File: src/rtl/bus_takeover_reg.sv
module bus_takeover_reg #(
  parameter int ADDR_W     = 16,
  parameter int OFS_W      = 8,
  parameter int VID_PAGE   = 'hD0,
  parameter int SET_OFS    = 'h31,
  parameter int CLR_OFS    = 'h32,
  parameter int SPARE_LO   = 'h31,
  parameter int SPARE_HI   = 'h3F,
  parameter bit WRITE_ONLY = 1'b0
) (
  input  logic              clk,
  input  logic              rst_n,
  input  logic              phi2,
  input  logic              cs_n,
  input  logic              rd_wr_n,
  input  logic [ADDR_W-1:0] addr,
  output logic              dma_req_n,
  output logic              vid_cs_n
);
  localparam int PAGE_W = ADDR_W - OFS_W;
  localparam bit SET_OK = (SET_OFS >= SPARE_LO) && (SET_OFS <= SPARE_HI);
  localparam bit CLR_OK = (CLR_OFS >= SPARE_LO) && (CLR_OFS <= SPARE_HI);

  logic [PAGE_W-1:0] page;
  logic [OFS_W-1:0]  ofs;
  logic              in_page, qual, set_hit, clr_hit, req_q;

  assign page    = addr[ADDR_W-1:OFS_W];
  assign ofs     = addr[OFS_W-1:0];
  assign in_page = (page == PAGE_W'(VID_PAGE));
  assign qual    = !cs_n && phi2 && in_page && (!WRITE_ONLY || !rd_wr_n);
  assign set_hit = qual && SET_OK && (ofs == OFS_W'(SET_OFS));
  assign clr_hit = qual && CLR_OK && (ofs == OFS_W'(CLR_OFS));

  always_ff @(posedge clk or negedge rst_n) begin
    if (!rst_n)       req_q <= 1'b0;
    else if (clr_hit) req_q <= 1'b0;
    else if (set_hit) req_q <= 1'b1;
  end

  assign dma_req_n = ~req_q;
  assign vid_cs_n  = cs_n | ~in_page;

  a_r1_reset_released: assert property (@(posedge clk) !rst_n |-> dma_req_n);
  a_r2_set_takes: assert property (@(posedge clk) disable iff (!rst_n)
    set_hit && !clr_hit |=> !dma_req_n);
  a_r3_clr_takes: assert property (@(posedge clk) disable iff (!rst_n)
    clr_hit |=> dma_req_n);
  a_r4_hold_otherwise: assert property (@(posedge clk) disable iff (!rst_n)
    !set_hit && !clr_hit |=> $stable(dma_req_n));
  a_r5_unqualified_idle: assert property (@(posedge clk) disable iff (!rst_n)
    (cs_n || !phi2) |=> $stable(dma_req_n));
  a_r6_vid_needs_cs: assert property (@(posedge clk) disable iff (!rst_n)
    !vid_cs_n |-> !cs_n);
  a_r7_read_ignored: assert property (@(posedge clk) disable iff (!rst_n)
    (WRITE_ONLY && rd_wr_n) |=> $stable(dma_req_n));
endmodule

File: config.mk
export PLATFORM = sky130hd
export DESIGN_NAME = bus_takeover_reg
export DESIGN_NICKNAME = d
export VERILOG_FILES = /design/src/rtl/bus_takeover_reg.sv
export SDC_FILE = /design/constraint.sdc
export NUM_CORES = 1
export LEC_CHECK = 0
export BUFFER_PORTS_ARGS = -buffer_cell sky130_fd_sc_hd__buf_4
export CAP_MARGIN = 20
export CORE_AREA = 2 2 39 41
export CTS_BUF_LIST = sky130_fd_sc_hd__clkbuf_8
export DETAILED_ROUTE_END_ITERATION = 10
export DIE_AREA = 0 0 41 43
export GPL_ROUTABILITY_DRIVEN = 1
export HOLD_SLACK_MARGIN = 0.06
export PLACE_DENSITY = 0.32
export SYNTH_ARGS = -nofsm -noshare
export SYNTH_HDL_FRONTEND = slang
export SYNTH_SLANG_ARGS = --single-unit
File: constraint.sdc
create_clock -name clk -period 1.34 [get_ports clk]
set_input_delay 0.201 -clock clk [delete_from_list [all_inputs] [get_ports clk]]
set_output_delay 0.201 -clock clk [all_outputs]
set_load 0.01 [all_outputs]
# --- Yosys cells after proc, flatten, opt, wreduce, memory -nomap -nowiden ---
# Cells that the tools add are included.
word_totals:
  register_bits: 1
  inputBits: 21
  output_inout_bits: 2
op_classes:
  eq_ne: 3
  mux: 2
  n_bitwise: 3
  n_reduce_logical: 6
op_table:
  columns: ["op", "n"]
  rows:
  - ["equality test 8 x 6 -> 1 bit (second input constant)", 2]
  - ["equality test 8 bit (second input constant)", 1]
  - ["logical AND 1 bit", 4]
  - ["2-to-1 mux 1 bit", 2]
  - ["inverter 1 bit", 2]
  - ["nonzero test 2 bit", 1]
  - ["logical NOT 1 bit", 1]
  - ["OR 1 bit", 1]

# --- Logic depth before layout (Yosys ltp) ---
depth:
  ltp_word: 6
  ltp_mapped: 4
  depth_no_buf: 4

# --- Least setup slack after synthesis ---
# OpenSTA, ideal clock, no wires.
synth_path:
  path_type: "input to register"
  from: "in cs_n"
  to: "reg req_q"
  setup_ns: 0.127
  arrival_time_ns: 0.998
  required_ns: 1.213
  path_slack_ns: 0.215
  cell_stages: 4
  n_path_buf: 0
  cell_sequence: "nor4b_2 -> nand4_2 -> o31ai_1 -> a2bb2oi_1"
synth_between:
  elab_chain_cells: 5
synth_rtl:
  columns: ["item", "line_no", "text"]
  rows:
  - ["from (decl)", "14", "input logic cs_n,"]
  - ["logical NOT 1 bit (*)", "31", "assign qual = !cs_n && phi2 && in_page && (!WRITE_ONLY || !rd_wr_n);"]
  - ["logical AND 1 bit (*) (2 in series)", "31", null]
  - ["logical AND 1 bit, on equally long branches", "33, 32", null]
  - ["2-to-1 mux 1 bit or nonzero test 2 bit (tied branches)", null, null]
  - ["to (signal assigned)", "36", "if (!rst_n) req_q <= 1'b0;"]
  - ["to (signal assigned)", "37", "else if (clr_hit) req_q <= 1'b0;"]
  - ["to (signal assigned)", "38", "else if (set_hit) req_q <= 1'b1;"]
  - ["to (decl)", "26", "logic in_page, qual, set_hit, clr_hit, req_q;"]
# Every way passes the cells marked *; elsewhere a longest branch is shown, timed or not.
# A chain may end at the register's enable or synchronous reset.

# --- Worst setup path in the final report ---
# Same ends and word-level chain as after synthesis.

==> flow_summary.ini <==
[floorplanning]
core_um2 = 1384
initial_utilization = 0.07866
boundaryPins = 23
die_w_um = 41
fp-row-count = 14
dieHeight_um = 43
dieArea_um2 = 1763

[route]
vias = 179
routed_wl_um = 600
first_pass_iters = 1
top_layer_used = met3
drc_errors = 0
wl_met2_um = 153
drtIter0Drc = 0
via_per_inst = 3.580
wl_met1_um = 290
postRouteAntennaNets = 0
route.detailed.wl_per_inst_um = 12.00
wl_met3_um = 156

[sta]
finalHoldViolCount = 0
worstMarginPinSlew_ps = 258.9
period_minus_slack_ps = 1251
relSlewSlack = 0.8261
setup-tns-final_ps = 0
finalSetupViolations = 0
rsz0062_at_grt = no
final.setup_skew_ps = 0
fmax_ghz = 0.7993
worst_slack_ps = 88.98
fin_crit_sh = 0.9336
slew_violations = 0

[clock_tree]
ctsResizeCount = 0
ctsHoldBuffers = 1
clk_pin_slew_worst_paths_ps = 0
clock_latency_ps = 0
postCtsSetupBuffers = 0

[yosys]
synthesis.area_um2 = 108.9
syn_nets = 33
syn_avg_cell_area_um2 = 9.071
ys_seq_area_frac = 0.2299
yosys_warnings = 0
netlist_instances = 12
ys_ff_latch = 1
ys_types = 11

[critical_path]
critPathSlowestCell = nor4b_2
critPathBufInv = 1
crit_arrival_ps = 1120
path_delay_family = simple AND/OR/NAND/NOR gates
worst-setup-path-type = primary input to register
critical-path-max-stage-delay_ps = 280
cp-start-kind = primary input
cp_max_fo = 3
crit_required_ps = 1210
critical_path.cell_chain = buf_4 > nor4b_2 > nand4_2 > o31ai_1 > a2bb2oi_1
cp-end-kind = register

[layout]
fin_nets = 57
largest_register_ffs = 1
final_cell_mix = buf_4 (21), inv_1 (2)
reg_top3 = req_q (1)
drive_above_1_share = 0.7059
regMostFlops = req_q
final_common_cell = buf_4
syn2layout_area_growth_pct = 172.4
antenna_cells = 0

[pwr]
cellLeakagePower_nw = 0.1470
powerDensity_nw_per_um2 = 281.6
ir_drop_mv = 0.07945

[global_route]
grt_max_degree = 4
grt_usage = 0.07200
grt_pass1_vias = 192
grt_pass1_wl_um = 903
antenna_found_initial = 0
overflow = 0

[placed_design]
routabilityCongestion = 0.6087
post-place-ws_ps = 81.06
io_buffer_count = 21

[min_path]
hp-class = primary input to register

[status]
status = finished clean

[flow_run]
drv_cap = 0
-- where the power goes --
group / switching (mW) / leakage (nW) / internal (mW)
registers: 0.000000321 / 0.0140 / 0.0308
logic: 0.0130 / 0.133 / 0.0397
clock network: 0 / 0 / 0
-- through the flow --
step	area (um^2)	power, mW	utilization	cells	hold WS, ps
after floorplan	108.9	0.03623	-	12	-94.59
after global placement	286.5	0.08254	0.2071	49	-21.62
after detailed placement	286.5	0.08183	0.2071	49	-22.77
after CTS	296.5	0.08426	0.2143	50	376.6
after global routing	296.5	0.08891	0.2143	50	387.3
final	296.5	0.08350	0.2143	50	374.3
-- layer usage --
| layer | GRT usage | vias up |
|---|---|---|
| met5 | 0 | - |
| met4 | 0 | 0 |
| met3 | 0.05236 | 0 |
| met2 | 0.07813 | 22 |
| met1 | 0.1175 | 66 |
| li1 | - | 91 |
-- area by class of cell --
cell class / count / area (um^2)
fillers: 159 / 1087
repair buffers: 22 / 167.7
multi-input cells: 9 / 76.32
flip-flops and latches: 1 / 25.02
well taps: 16 / 20.02
inverters: 2 / 7.507
-- synth_stat cells --
master     number  area, um^2
o31ai_1         1       7.510
nor4b_2         1       15.01
nor3b_1         1       7.510
inv_1           2       7.510
nand4_1         1       6.260
nor2_1          1       3.750
nand4_2         1       12.51
a2bb2oi_1       1       8.760
dfrtp_1         1       25.02
nor3_2          1       10.01
nor3_1          1       5.000
-- cells by family after synthesis --
family	after synthesis	share of synthesized area
buf+inv	2	0.06899
flops	1	0.2298
compound gates	2	0.1495
simple gates	7	0.5517
-- worst paths after layout --
check                              from  endpoint  slack (ps)  cells after the start
worst max-delay path               cs_n     req_q          90                      5
max in group asynchronous         rst_n     req_q         740                      2
worst min register to register    req_q     req_q         550                      1
min in group asynchronous         rst_n     req_q         520                      2
worst max register to register    req_q     req_q         680                      2
worst min-delay path            addr[1]     req_q         370                      2
Note: power is estimated with default switching activity, not from simulation.
